<file path="src/rtl/spi_fifo_pkg.sv">
package spi_fifo_pkg;

  // Strobes from the control unit to the datapath, one cycle each
  typedef struct packed {
    logic txPush;     // bus word into transmit FIFO
    logic rxPop;      // bus read out of receive FIFO
    logic wordLoad;   // pop transmit FIFO into the shifter
    logic bitSample;  // rising serial edge: capture misoIn
    logic wordDone;   // last falling edge: push captured word
    logic loopMove;   // loopback: transmit head straight to receive FIFO
  } spiStrobe_t;

  typedef enum logic [1:0] {
    ENG_IDLE  = 2'd0,
    ENG_SHIFT = 2'd1,
    ENG_TAIL  = 2'd2
  } engState_t;

endpackage

</file>
<file path="src/rtl/spi_fifo_buf.sv">
module spi_fifo_buf #(
  parameter int DEPTH = 8,
  parameter int W     = 16
) (
  input  logic                       clk,
  input  logic                       rstN,
  input  logic                       push,
  input  logic [W-1:0]               pushData,
  input  logic                       pop,
  output logic [W-1:0]               headData,
  output logic [$clog2(DEPTH+1)-1:0] count
);
  localparam int PW = (DEPTH > 1) ? $clog2(DEPTH) : 1;
  localparam int CW = $clog2(DEPTH+1);
  localparam logic [CW-1:0] FULL_C = CW'(DEPTH);
  localparam logic [PW-1:0] LAST_C = PW'(DEPTH-1);

  logic [W-1:0]  mem [DEPTH];
  logic [PW-1:0] wrPtr, rdPtr;
  logic          pushOk, popOk;

  assign pushOk   = push && (count != FULL_C);
  assign popOk    = pop && (count != '0);
  assign headData = mem[rdPtr];

  always_ff @(posedge clk) begin
    if (pushOk) mem[wrPtr] <= pushData;
  end

  always_ff @(posedge clk or negedge rstN) begin
    if (!rstN) begin
      wrPtr <= '0;
      rdPtr <= '0;
      count <= '0;
    end else begin
      if (pushOk) wrPtr <= (wrPtr == LAST_C) ? '0 : wrPtr + 1'b1;
      if (popOk)  rdPtr <= (rdPtr == LAST_C) ? '0 : rdPtr + 1'b1;
      if (pushOk && !popOk)      count <= count + 1'b1;
      else if (popOk && !pushOk) count <= count - 1'b1;
    end
  end

  // the control unit must never push a full queue or pop an empty one
  assert_no_overflow_R3: assert property (@(posedge clk) disable iff (!rstN)
    push |-> (count != FULL_C));
  assert_no_underflow_R3: assert property (@(posedge clk) disable iff (!rstN)
    pop |-> (count != '0));

endmodule

</file>
<file path="src/rtl/spi_fifo_dp.sv">
module spi_fifo_dp
  import spi_fifo_pkg::*;
#(
  parameter int DEPTH = 8,
  parameter int DW    = 16
) (
  input  logic                       clk,
  input  logic                       rstN,
  input  spiStrobe_t                 strb,
  input  logic [DW-1:0]              wrWord,
  input  logic [DW-1:0]              dataMask,
  input  logic [$clog2(DW)-1:0]      bitIdx,
  input  logic                       misoIn,
  output logic                       mosiOut,
  output logic [$clog2(DEPTH+1)-1:0] txCount,
  output logic [$clog2(DEPTH+1)-1:0] rxCount,
  output logic [DW-1:0]              rxHead
);
  logic [DW-1:0] txHead, txShift, rxShift, rxPushData;
  logic          txPop, rxPush;

  assign txPop      = strb.wordLoad | strb.loopMove;
  assign rxPush     = strb.wordDone | strb.loopMove;
  assign rxPushData = (strb.loopMove ? txHead : rxShift) & dataMask;
  assign mosiOut    = txShift[bitIdx];

  spi_fifo_buf #(.DEPTH(DEPTH), .W(DW)) i_txBuf (
    .clk(clk), .rstN(rstN),
    .push(strb.txPush), .pushData(wrWord & dataMask),
    .pop(txPop), .headData(txHead), .count(txCount)
  );

  spi_fifo_buf #(.DEPTH(DEPTH), .W(DW)) i_rxBuf (
    .clk(clk), .rstN(rstN),
    .push(rxPush), .pushData(rxPushData),
    .pop(strb.rxPop), .headData(rxHead), .count(rxCount)
  );

  always_ff @(posedge clk or negedge rstN) begin
    if (!rstN) begin
      txShift <= '0;
      rxShift <= '0;
    end else if (strb.wordLoad) begin
      txShift <= txHead;
      rxShift <= '0;
    end else if (strb.bitSample) begin
      rxShift <= {rxShift[DW-2:0], misoIn};
    end
  end

endmodule

</file>
<file path="src/rtl/spi_fifo_ctrl.sv">
module spi_fifo_ctrl
  import spi_fifo_pkg::*;
#(
  parameter int DEPTH = 8,
  parameter int DW    = 16,
  parameter int AW    = 12
) (
  input  logic                       clk,
  input  logic                       rstN,
  input  logic [AW-1:0]              addr,
  input  logic                       wrEn,
  input  logic [31:0]                wrData,
  input  logic                       rdEn,
  output logic [31:0]                rdData,
  input  logic [$clog2(DEPTH+1)-1:0] txCount,
  input  logic [$clog2(DEPTH+1)-1:0] rxCount,
  input  logic [DW-1:0]              rxHead,
  output spiStrobe_t                 strb,
  output logic [DW-1:0]              dataMask,
  output logic [$clog2(DW)-1:0]      bitIdx,
  output logic                       sclkOut,
  output logic                       csNOut,
  output logic                       irqOut
);
  localparam int CW = $clog2(DEPTH+1);
  localparam int SW = $clog2(DW);
  localparam logic [CW-1:0] FULL_C    = CW'(DEPTH);
  localparam logic [CW-1:0] FULL_M1_C = CW'(DEPTH-1);
  localparam logic [CW-1:0] HALF_C    = CW'(DEPTH/2);
  localparam logic [DW-1:0] ONES_C    = '1;
  localparam logic [SW-1:0] TOP_C     = SW'(DW-1);

  localparam logic [AW-1:0] OFS_CTRL0 = AW'('h00);
  localparam logic [AW-1:0] OFS_CTRL1 = AW'('h04);
  localparam logic [AW-1:0] OFS_DATA  = AW'('h08);
  localparam logic [AW-1:0] OFS_STAT  = AW'('h0C);
  localparam logic [AW-1:0] OFS_PRE   = AW'('h10);
  localparam logic [AW-1:0] OFS_IMSK  = AW'('h14);
  localparam logic [AW-1:0] OFS_RAW   = AW'('h18);
  localparam logic [AW-1:0] OFS_MIS   = AW'('h1C);
  localparam logic [AW-1:0] OFS_ID    = AW'('hFE0);

  logic [15:0] ctrl0;
  logic [3:0]  ctrl1;
  logic [7:0]  prescale;
  logic [3:0]  intMask;
  logic [3:0]  rawIrq;
  logic [4:0]  statBits;
  logic        enable, loopSel, txHasWord;

  engState_t   state, nextState;
  logic [7:0]  halfCnt, divLim;
  logic        tick, sclkR, csNR, tailHalf;
  logic        unusedBits;

  assign unusedBits = &{1'b0, wrData[31:16]};

  function automatic logic [7:0] idByte(input logic [2:0] idx);
    case (idx)
      3'd0: idByte = 8'h22;
      3'd1: idByte = 8'h10;
      3'd2: idByte = 8'h04;
      3'd3: idByte = 8'h00;
      3'd4: idByte = 8'h0D;
      3'd5: idByte = 8'hF0;
      3'd6: idByte = 8'h05;
      default: idByte = 8'hB1;
    endcase
  endfunction

  // ---------------- registers ----------------
  always_ff @(posedge clk or negedge rstN) begin
    if (!rstN) begin
      ctrl0    <= '0;
      ctrl1    <= '0;
      prescale <= '0;
      intMask  <= '0;
    end else if (wrEn) begin
      case (addr)
        OFS_CTRL0: ctrl0    <= wrData[15:0];
        OFS_CTRL1: ctrl1    <= wrData[3:0];
        OFS_PRE:   prescale <= wrData[7:0];
        OFS_IMSK:  intMask  <= wrData[3:0];
        default: ;
      endcase
    end
  end

  assign enable    = ctrl1[1];
  assign loopSel   = ctrl1[0];
  assign txHasWord = (txCount != '0);
  assign dataMask  = ONES_C >> (TOP_C - ctrl0[SW-1:0]);

  assign statBits = {txHasWord, rxCount == FULL_C, rxCount != '0,
                     txCount != FULL_C, !txHasWord};
  assign rawIrq   = {txCount <= HALF_C, rxCount >= HALF_C, 2'b00};
  assign irqOut   = |(rawIrq & intMask);

  always_comb begin
    rdData = '0;
    if (addr >= OFS_ID) begin
      rdData = 32'(idByte(addr[4:2]));
    end else begin
      case (addr)
        OFS_CTRL0: rdData = 32'(ctrl0);
        OFS_CTRL1: rdData = 32'(ctrl1);
        OFS_DATA:  rdData = (rxCount != '0) ? 32'(rxHead) : '0;
        OFS_STAT:  rdData = 32'(statBits);
        OFS_PRE:   rdData = 32'(prescale);
        OFS_IMSK:  rdData = 32'(intMask);
        OFS_RAW:   rdData = 32'(rawIrq);
        OFS_MIS:   rdData = 32'(rawIrq & intMask);
        default:   rdData = '0;
      endcase
    end
  end

  // ---------------- serial engine ----------------
  assign divLim = (prescale == '0) ? 8'd2 : prescale;
  assign tick   = (halfCnt == divLim - 8'd1);

  always_comb begin
    strb        = '0;
    nextState   = state;
    strb.txPush = wrEn && (addr == OFS_DATA) && (txCount != FULL_C);
    strb.rxPop  = rdEn && (addr == OFS_DATA) && (rxCount != '0);
    case (state)
      ENG_IDLE: begin
        if (enable && txHasWord && rxCount != FULL_C) begin
          if (loopSel) begin
            strb.loopMove = 1'b1;
          end else begin
            strb.wordLoad = 1'b1;
            nextState     = ENG_SHIFT;
          end
        end
      end
      ENG_SHIFT: begin
        if (tick) begin
          if (!sclkR) begin
            strb.bitSample = 1'b1;
          end else if (bitIdx == '0) begin
            strb.wordDone = 1'b1;
            // the word just finished takes one receive slot this cycle
            if (enable && !loopSel && txHasWord && rxCount < FULL_M1_C)
              strb.wordLoad = 1'b1;
            else
              nextState = ENG_TAIL;
          end
        end
      end
      ENG_TAIL: begin
        if (enable && !loopSel && txHasWord && rxCount != FULL_C) begin
          strb.wordLoad = 1'b1;
          nextState     = ENG_SHIFT;
        end else if (tick && tailHalf) begin
          nextState = ENG_IDLE;
        end
      end
      default: nextState = ENG_IDLE;
    endcase
  end

  always_ff @(posedge clk or negedge rstN) begin
    if (!rstN) begin
      state    <= ENG_IDLE;
      halfCnt  <= '0;
      sclkR    <= 1'b0;
      csNR     <= 1'b1;
      bitIdx   <= '0;
      tailHalf <= 1'b0;
    end else begin
      state <= nextState;
      if (strb.wordLoad) begin
        halfCnt <= '0;
        sclkR   <= 1'b0;
        csNR    <= 1'b0;
        bitIdx  <= ctrl0[SW-1:0];
      end else begin
        if (state == ENG_IDLE || tick || nextState != state) halfCnt <= '0;
        else                                                 halfCnt <= halfCnt + 8'd1;
        if (state == ENG_SHIFT && tick) begin
          sclkR <= ~sclkR;
          if (sclkR && bitIdx != '0) bitIdx <= bitIdx - 1'b1;
        end
        if (state == ENG_TAIL && nextState == ENG_IDLE) csNR <= 1'b1;
      end
      if (state != ENG_TAIL) tailHalf <= 1'b0;
      else if (tick)         tailHalf <= 1'b1;
    end
  end

  assign sclkOut = sclkR;
  assign csNOut  = csNR;

  // nothing is fetched into a receive FIFO that has no room
  assert_fetch_room_R7: assert property (@(posedge clk) disable iff (!rstN)
    (strb.wordLoad || strb.loopMove) |-> (rxCount != FULL_C));
  // fetches only happen while the port is enabled
  assert_fetch_enabled_R6: assert property (@(posedge clk) disable iff (!rstN)
    (strb.wordLoad || strb.loopMove) |-> ctrl1[1]);
  // chip select is low in the cycle after a word is loaded
  assert_cs_on_load_R11: assert property (@(posedge clk) disable iff (!rstN)
    strb.wordLoad |=> !csNOut);
  // serial clock rests low while the slave is deselected
  assert_sclk_idle_R9: assert property (@(posedge clk) disable iff (!rstN)
    csNOut |-> !sclkOut);

endmodule

</file>
<file path="src/rtl/spi_fifo_master.sv">
module spi_fifo_master
  import spi_fifo_pkg::*;
#(
  parameter int DEPTH = 8,
  parameter int DW    = 16,
  parameter int AW    = 12
) (
  input  logic          clk,
  input  logic          rstN,
  input  logic [AW-1:0] busAddr,
  input  logic          busWrEn,
  input  logic [31:0]   busWrData,
  input  logic          busRdEn,
  output logic [31:0]   busRdData,
  output logic          irqOut,
  output logic          sclkOut,
  output logic          csNOut,
  output logic          mosiOut,
  input  logic          misoIn
);
  localparam int CW = $clog2(DEPTH+1);
  localparam int SW = $clog2(DW);

  spiStrobe_t    strb;
  logic [DW-1:0] dataMask, rxHead;
  logic [SW-1:0] bitIdx;
  logic [CW-1:0] txCount, rxCount;

  spi_fifo_ctrl #(.DEPTH(DEPTH), .DW(DW), .AW(AW)) i_ctrl (
    .clk(clk), .rstN(rstN),
    .addr(busAddr), .wrEn(busWrEn), .wrData(busWrData),
    .rdEn(busRdEn), .rdData(busRdData),
    .txCount(txCount), .rxCount(rxCount), .rxHead(rxHead),
    .strb(strb), .dataMask(dataMask), .bitIdx(bitIdx),
    .sclkOut(sclkOut), .csNOut(csNOut), .irqOut(irqOut)
  );

  spi_fifo_dp #(.DEPTH(DEPTH), .DW(DW)) i_dp (
    .clk(clk), .rstN(rstN),
    .strb(strb), .wrWord(busWrData[DW-1:0]), .dataMask(dataMask),
    .bitIdx(bitIdx), .misoIn(misoIn), .mosiOut(mosiOut),
    .txCount(txCount), .rxCount(rxCount), .rxHead(rxHead)
  );

endmodule

</file>
<file path="config.mk">
export PLATFORM = sky130hd
export DESIGN_NAME = spi_fifo_master
export DESIGN_NICKNAME = d
export VERILOG_FILES = /design/src/rtl/spi_fifo_pkg.sv /design/src/rtl/spi_fifo_buf.sv /design/src/rtl/spi_fifo_dp.sv /design/src/rtl/spi_fifo_ctrl.sv /design/src/rtl/spi_fifo_master.sv
export SDC_FILE = /design/constraint.sdc
export NUM_CORES = 1
export LEC_CHECK = 0
export ABC_AREA = 0
export BUFFER_PORTS_ARGS = -buffer_cell sky130_fd_sc_hd__buf_2
export CORE_AREA = 2 2 215 217
export DETAILED_ROUTE_END_ITERATION = 10
export DIE_AREA = 0 0 217 219
export HOLD_SLACK_MARGIN = 0.1
export PLACE_DENSITY_LB_ADDON = 0.12
export RECOVER_POWER = 25
export SLEW_MARGIN = 20
export SYNTH_ARGS = -nofsm -noshare
export SYNTH_HDL_FRONTEND = slang
export SYNTH_SLANG_ARGS = --single-unit
export TNS_END_PERCENT = 10
</file>
<file path="constraint.sdc">
create_clock -name clk -period 12.8 [get_ports clk]
set_input_delay 2.56 -clock clk [delete_from_list [all_inputs] [get_ports clk]]
set_output_delay 2.56 -clock clk [all_outputs]
set_load 0.01 [all_outputs]
</file>
Word level (Yosys, flattened, before mapping)
Memories as Yosys holds them, arrays and structs flattened.
Cells that the tools add are included.
Cells by class
  add/subtract/negate cells: 12
  $mul: 0
  div/mod/pow operators: 0
  magnitude comparators: 5
  equality and inequality tests: 25
  shift-type cells: 1
  muxes and demuxes: 57
  bitwise operators: 7
  reduce and logical (&&, ||, !) cells: 52
Operators by type and width (number)
  32-bit case mux with 8 select lines: 1
  16-bit 2-to-1 mux: 4
  8-bit case mux with 7 select lines: 1
  12-bit by 5-bit equality test with 1-bit output, second input constant: 4
  16-bit AND: 2
  32-bit 2-to-1 mux: 1
  4-bit 2-to-1 mux: 7
  12-bit by 4-bit equality test with 1-bit output, second input constant: 2
  8-bit 2-to-1 mux: 3
  1-bit 2-to-1 mux: 23
  1-bit logical AND: 22
  3-bit equality test, second input constant: 7
  2-bit 2-to-1 mux: 9
  16-bit by 4-bit >> shifter with 16-bit output, first input constant: 1
  3-bit 2-to-1 mux: 5
  2-bit nonzero test: 7
  3-bit by 1-bit adder with 3-bit output, second input constant: 4
  12-bit by 3-bit equality test with 1-bit output, second input constant: 1
  12-bit >= comparator, second input constant: 1
  12-bit zero test: 1
  4-bit nonzero test: 3
  4-bit by 1-bit subtractor with 4-bit output, second input constant: 3
  2-bit AND reduction: 5
  4-bit by 1-bit adder with 4-bit output, second input constant: 2
  29 further kinds: 40
Word-level totals
  register bits after elaboration: 101
  latch bits: 0
  RAM bits: 256
  bits in read-only memories: 0
  input bits: 49
  output and inout bits: 36
  memories kept: 2
Memories
  i_dp.i_rxBuf.mem: words 8, bits a word 16, read ports 1, clocked after Yosys merged registers in 0, wr ports 1, line spi_fifo_buf.sv:18  | logic [W-1:0] mem [DEPTH];
  i_dp.i_txBuf.mem: words 8, bits a word 16, read ports 1, clocked after Yosys merged registers in 0, wr ports 1, line spi_fifo_buf.sv:18

Longest topological paths before layout
  word-level depth: 15
  gate-level depth with buffers: 18

Hierarchy
A second synthesis with hierarchy kept.
Second synthesis, totals
  cell total of the unflattened synthesis: 985
  area, all modules: 16209.3 sq um
By module, submodules not included
  spi_fifo_buf at i_dp.i_rxBuf: instances 1, cells an instance 249, area each 5590.4 sq um
  spi_fifo_buf at i_dp.i_txBuf: instances 1, cells an instance 251, area each 5581.6 sq um
  spi_fifo_ctrl: instances 1, cells an instance 340, area each 3284.4 sq um
  spi_fifo_dp: instances 1, cells an instance 145, area each 1752.9 sq um

Worst setup path after synthesis
No wires, ideal clock.
  path type: input -> output
  start point: in busAddr[9]
  end point: out busRdData[10]
  data arrival time: 4.168 ns
  data required time: 10.240 ns
  setup slack: 6.072 ns
  cell stages on the path: 6
  buffers on the path: 2
  path through: nor4_1 -> nand4b_1 -> or2_2 -> clkbuf_1 -> clkbuf_1 -> o21ai_0
Between the ends
  longest elaborated chain between the ends: 3
  elaborated cells on any way between the ends: 11
  those cells by class: order compare: 1; eq/ne: 7; mux: 2; reduce/logical: 1
Ends and longest elaborated chain
  start: declaration: line spi_fifo_master.sv:10  | input logic [AW-1:0] busAddr,
  branches (longest 2 deep; another with 12-bit >= comparator)
  32-bit 2-to-1 mux (*): line spi_fifo_ctrl.sv:101  | if (addr >= OFS_ID) begin
  end: declaration: line spi_fifo_master.sv:14  | output logic [31:0] busRdData,
Mark *: on every way between the ends.

Worst setup path in the final report
  start point: in busAddr[9]
  end point: out busRdData[11]
Same word-level chain as after synthesis.

==> results.toml <==
[die]
die_w_um = 217
design.core.area_sq_um = 45100
fp.dieArea_sq_um = 47500
die_h_um = 219
start_util_pct = 34.6
rows = 78
io_pins = 85

[sta]
slew_headroom_pct = -66.6
tns_ns = 0
fin_skew_ns = 0.0203
period_needed_ns = 7.74
hold_viol = 0
tightest_slew_ns = 2.50
setup_violations = 0
timing.hold.ws_ns = 0.495
report.final.slew_viol_count = 75
setup_slack_ns = 5.06
rsz0062_at_grt = "false"
fin_crit_sh_pct = 60.5
max_freq_mhz = 129

[worst_setup_path]
cp_max_fo = 13
arrival_ns = 5.18
critPathRequiredTime_ns = 10.24
regToRegSetupSlack_ns = 7.59
cp-end-kind = "output port"
critPathKind = "primary input to output port"
critPathLaunchType = "primary input"

[pwr]
p_switching_uw = 514
clkPwrFrac_pct = 45.9
powerDensity_nw_per_um2 = 137
swShare_pct = 21.1
p_leak_uw = 0.00626
p_int_uw = 1920
comb_power_share_pct = 3.0
finalPower_uw = 2440
ir_drop_mv = 0.0644
power_frac_seq_pct = 51.1

[drt]
routedWlPerCell_um = 22.4
first_pass_iters = 5
drtIter0Drc = 628
drtAntennaViolNets = 0
viasPerCell = 5.19
wirelength_um = 37300
num_vias = 8651
drcViolationCount = 0

[placement]
portBuffers = 52
gp_congestion = 0.799
dp_slack_ns = 5.01
placed_cells = 1594
dp_hpwl_um = 24300

[yosys]
syn_area_sq_um = 15600
avgSynthCellArea_sq_um = 16.0
synthDistinctLibCells = 73
synth-edff-count = 256
ys_seq_elements = 357
ys_seq_area_share_pct = 65.5
yosys_warnings = 0
async_flop_share_pct = 28.3
synth_cells = 974
synth_ff_type = "edfxtp_1"

[clock_tree]
clk_pin_slew_ns = 0.06
hold_buffers = 0
cts_buffers = 39
h-tree-depth = 2
clock_latency_ns = 0.55
cts_setup_buffers = 0
cts_tree = "yes"
cts_root_buf = "clkbuf_16"
clock_sinks = 357
post_cts_resized = 0
cts_buffer_depth = 3

[status]
violations = "capacitance limit, slew limit"
outcome = "finished, violations left"

[finish]
fill_cells = 4218
n_antenna_cell = 0
drive_gt1_share_pct = 24.2
area_growth_syn_to_layout_pct = 14.0
nets = 1104
fin_cells = 1666

[global_routing]
gr-usage-all-layers_pct = 16.2
grt_pass1_wl_um = 57400
grt_start_max_net_pins = 60
grt_overflow = 0
antenna_found_initial = 0
grt_pass1_vias = 8984

[flow_run]
maxCapViolCount = 2

[worst_hold_path]
hold_path_class = "flop to flop"
==> cell usage after synthesis (26+ instances only) <==
library cell  count  share of area, %
edfxtp_1        256                49
o21ai_0          26              0.83
mux2_2           46               3.3
dfrtp_1         100                16
mux2i_1          34               2.2
mux4_2           66               9.5
clkbuf_1         34              0.82
a211oi_1         26               1.3
nor2_1           56               1.3
a21oi_1          27              0.87
nand2_1          36              0.87
==> path summary, 6_finish.rpt <==
check                              startpoint               endpoint  depth (start not counted)
setup / recovery                   busAddr[9]          busRdData[11]                          7
hold / removal               i_ctrl.ctrl0[14]       i_ctrl.ctrl0[14]                          2
setup reg to reg           i_ctrl.prescale[3]  i_dp.i_rxBuf.count[3]                         17
hold reg to reg              i_ctrl.ctrl0[14]       i_ctrl.ctrl0[14]                          2
max in group asynchronous                rstN       i_dp.txShift[12]                          2
min in group asynchronous                rstN  i_dp.i_rxBuf.rdPtr[0]                          1
==> layer usage <==
layer	GRT usage (%)	vias up	part of all wire (%)
li1	-	3933	-
met1	22.1	4515	46
met2	26.9	143	49
met3	2.16	60	2.9
met4	5.02	0	2.3
met5	0	-	0
==> power by group through the flow <==
| stage | clock (uW) | sequential, uW | combinational (uW) |
|---|---|---|---|
| after floorplan | 0 | 1270 | 51.7 |
| after global placement | 0 | 1270 | 74.5 |
| after detailed placement | 0 | 1270 | 75.2 |
| after CTS | 1150 | 1250 | 75.3 |
| after global routing | 1190 | 1250 | 81.2 |
| final | 1120 | 1250 | 72.5 |
==> layout by cell type (no fill, tap or decap), types with 10 or more instances in the layout <==
cell	synthesis	routed
nor3_1	13	10
buf_4	18	19
a22o_1	17	17
buf_2	7	44
a21oi_1	27	27
clkbuf_16	0	39
xor2_1	11	11
mux2i_1	34	34
clkbuf_1	34	21
nand2_1	36	36
edfxtp_1	256	256
dfrtp_1	100	98
nor2_1	56	54
mux2_2	46	45
xnor2_1	14	14
ha_1	17	17
conb_1	1	16
a211oi_1	26	26
nor2b_1	10	10
o21ai_0	26	26
mux4_2	66	66
nand3_1	12	12
inv_1	18	18
==> logic make-up after synthesis <==
| family | synth area share [%] |
|---|---|
| and+or+nand+nor | 6.20 |
| DFF | 65.5 |
| xor gates and xnor gates | 1.40 |
| adders and majority gates | 1.62 |
| AOI/OAI and AO/OA | 7.46 |
| muxes | 15.0 |
| other | 0.0241 |
| buffers and inverters | 2.73 |
==> state kept, by name (all words and copies together), names as in the netlist, 2 cells and up <==
signal              cells
i_dp.i_txBuf.rdPtr      3
i_ctrl.state            2
i_ctrl.ctrl1            4
i_ctrl.intMask          4
i_ctrl.ctrl0           16
i_dp.rxShift           16
i_dp.i_rxBuf.rdPtr      3
i_dp.i_rxBuf.wrPtr      3
i_dp.i_rxBuf.mem      128
i_dp.i_txBuf.count      4
i_dp.i_txBuf.mem      128
i_dp.i_txBuf.wrPtr      3
i_dp.i_rxBuf.count      4
i_ctrl.halfCnt          8
i_ctrl.bitIdx           4
i_dp.txShift           16
i_ctrl.prescale         8
==> metrics by stage <==
stage               utilization (%)  cell area [sq um]
CTS                            39.5              17800
finish                         39.4              17800
detailed placement             36.7              16600
floorplan                         -              15600
global route                   39.4              17800
global placement               36.7              16500
==> worst max-delay path, cell delays in order <==
cell      delay (ns)
buf_2           0.11
nor4_1          0.56
nand4b_1        0.39
nor2_1          0.94
nand2_1         0.20
o21ai_0         0.20
buf_2           0.21
==> final cells by class <==
| cell class | instances | area (sq um) | area share, % |
|---|---|---|---|
| multi-input combinational | 545 | 5070 | 28.6 |
| sequential | 357 | 10200 | 57.5 |
| clock buffer | 50 | 1040 | 5.84 |
| tap | 600 | 751 | 4.22 |
| timing repair buffer | 75 | 408 | 2.29 |
| inverter | 18 | 67.6 | 0.380 |
| clock inverter | 21 | 218 | 1.22 |
No activity file was read; power rests on OpenSTA's default activity.
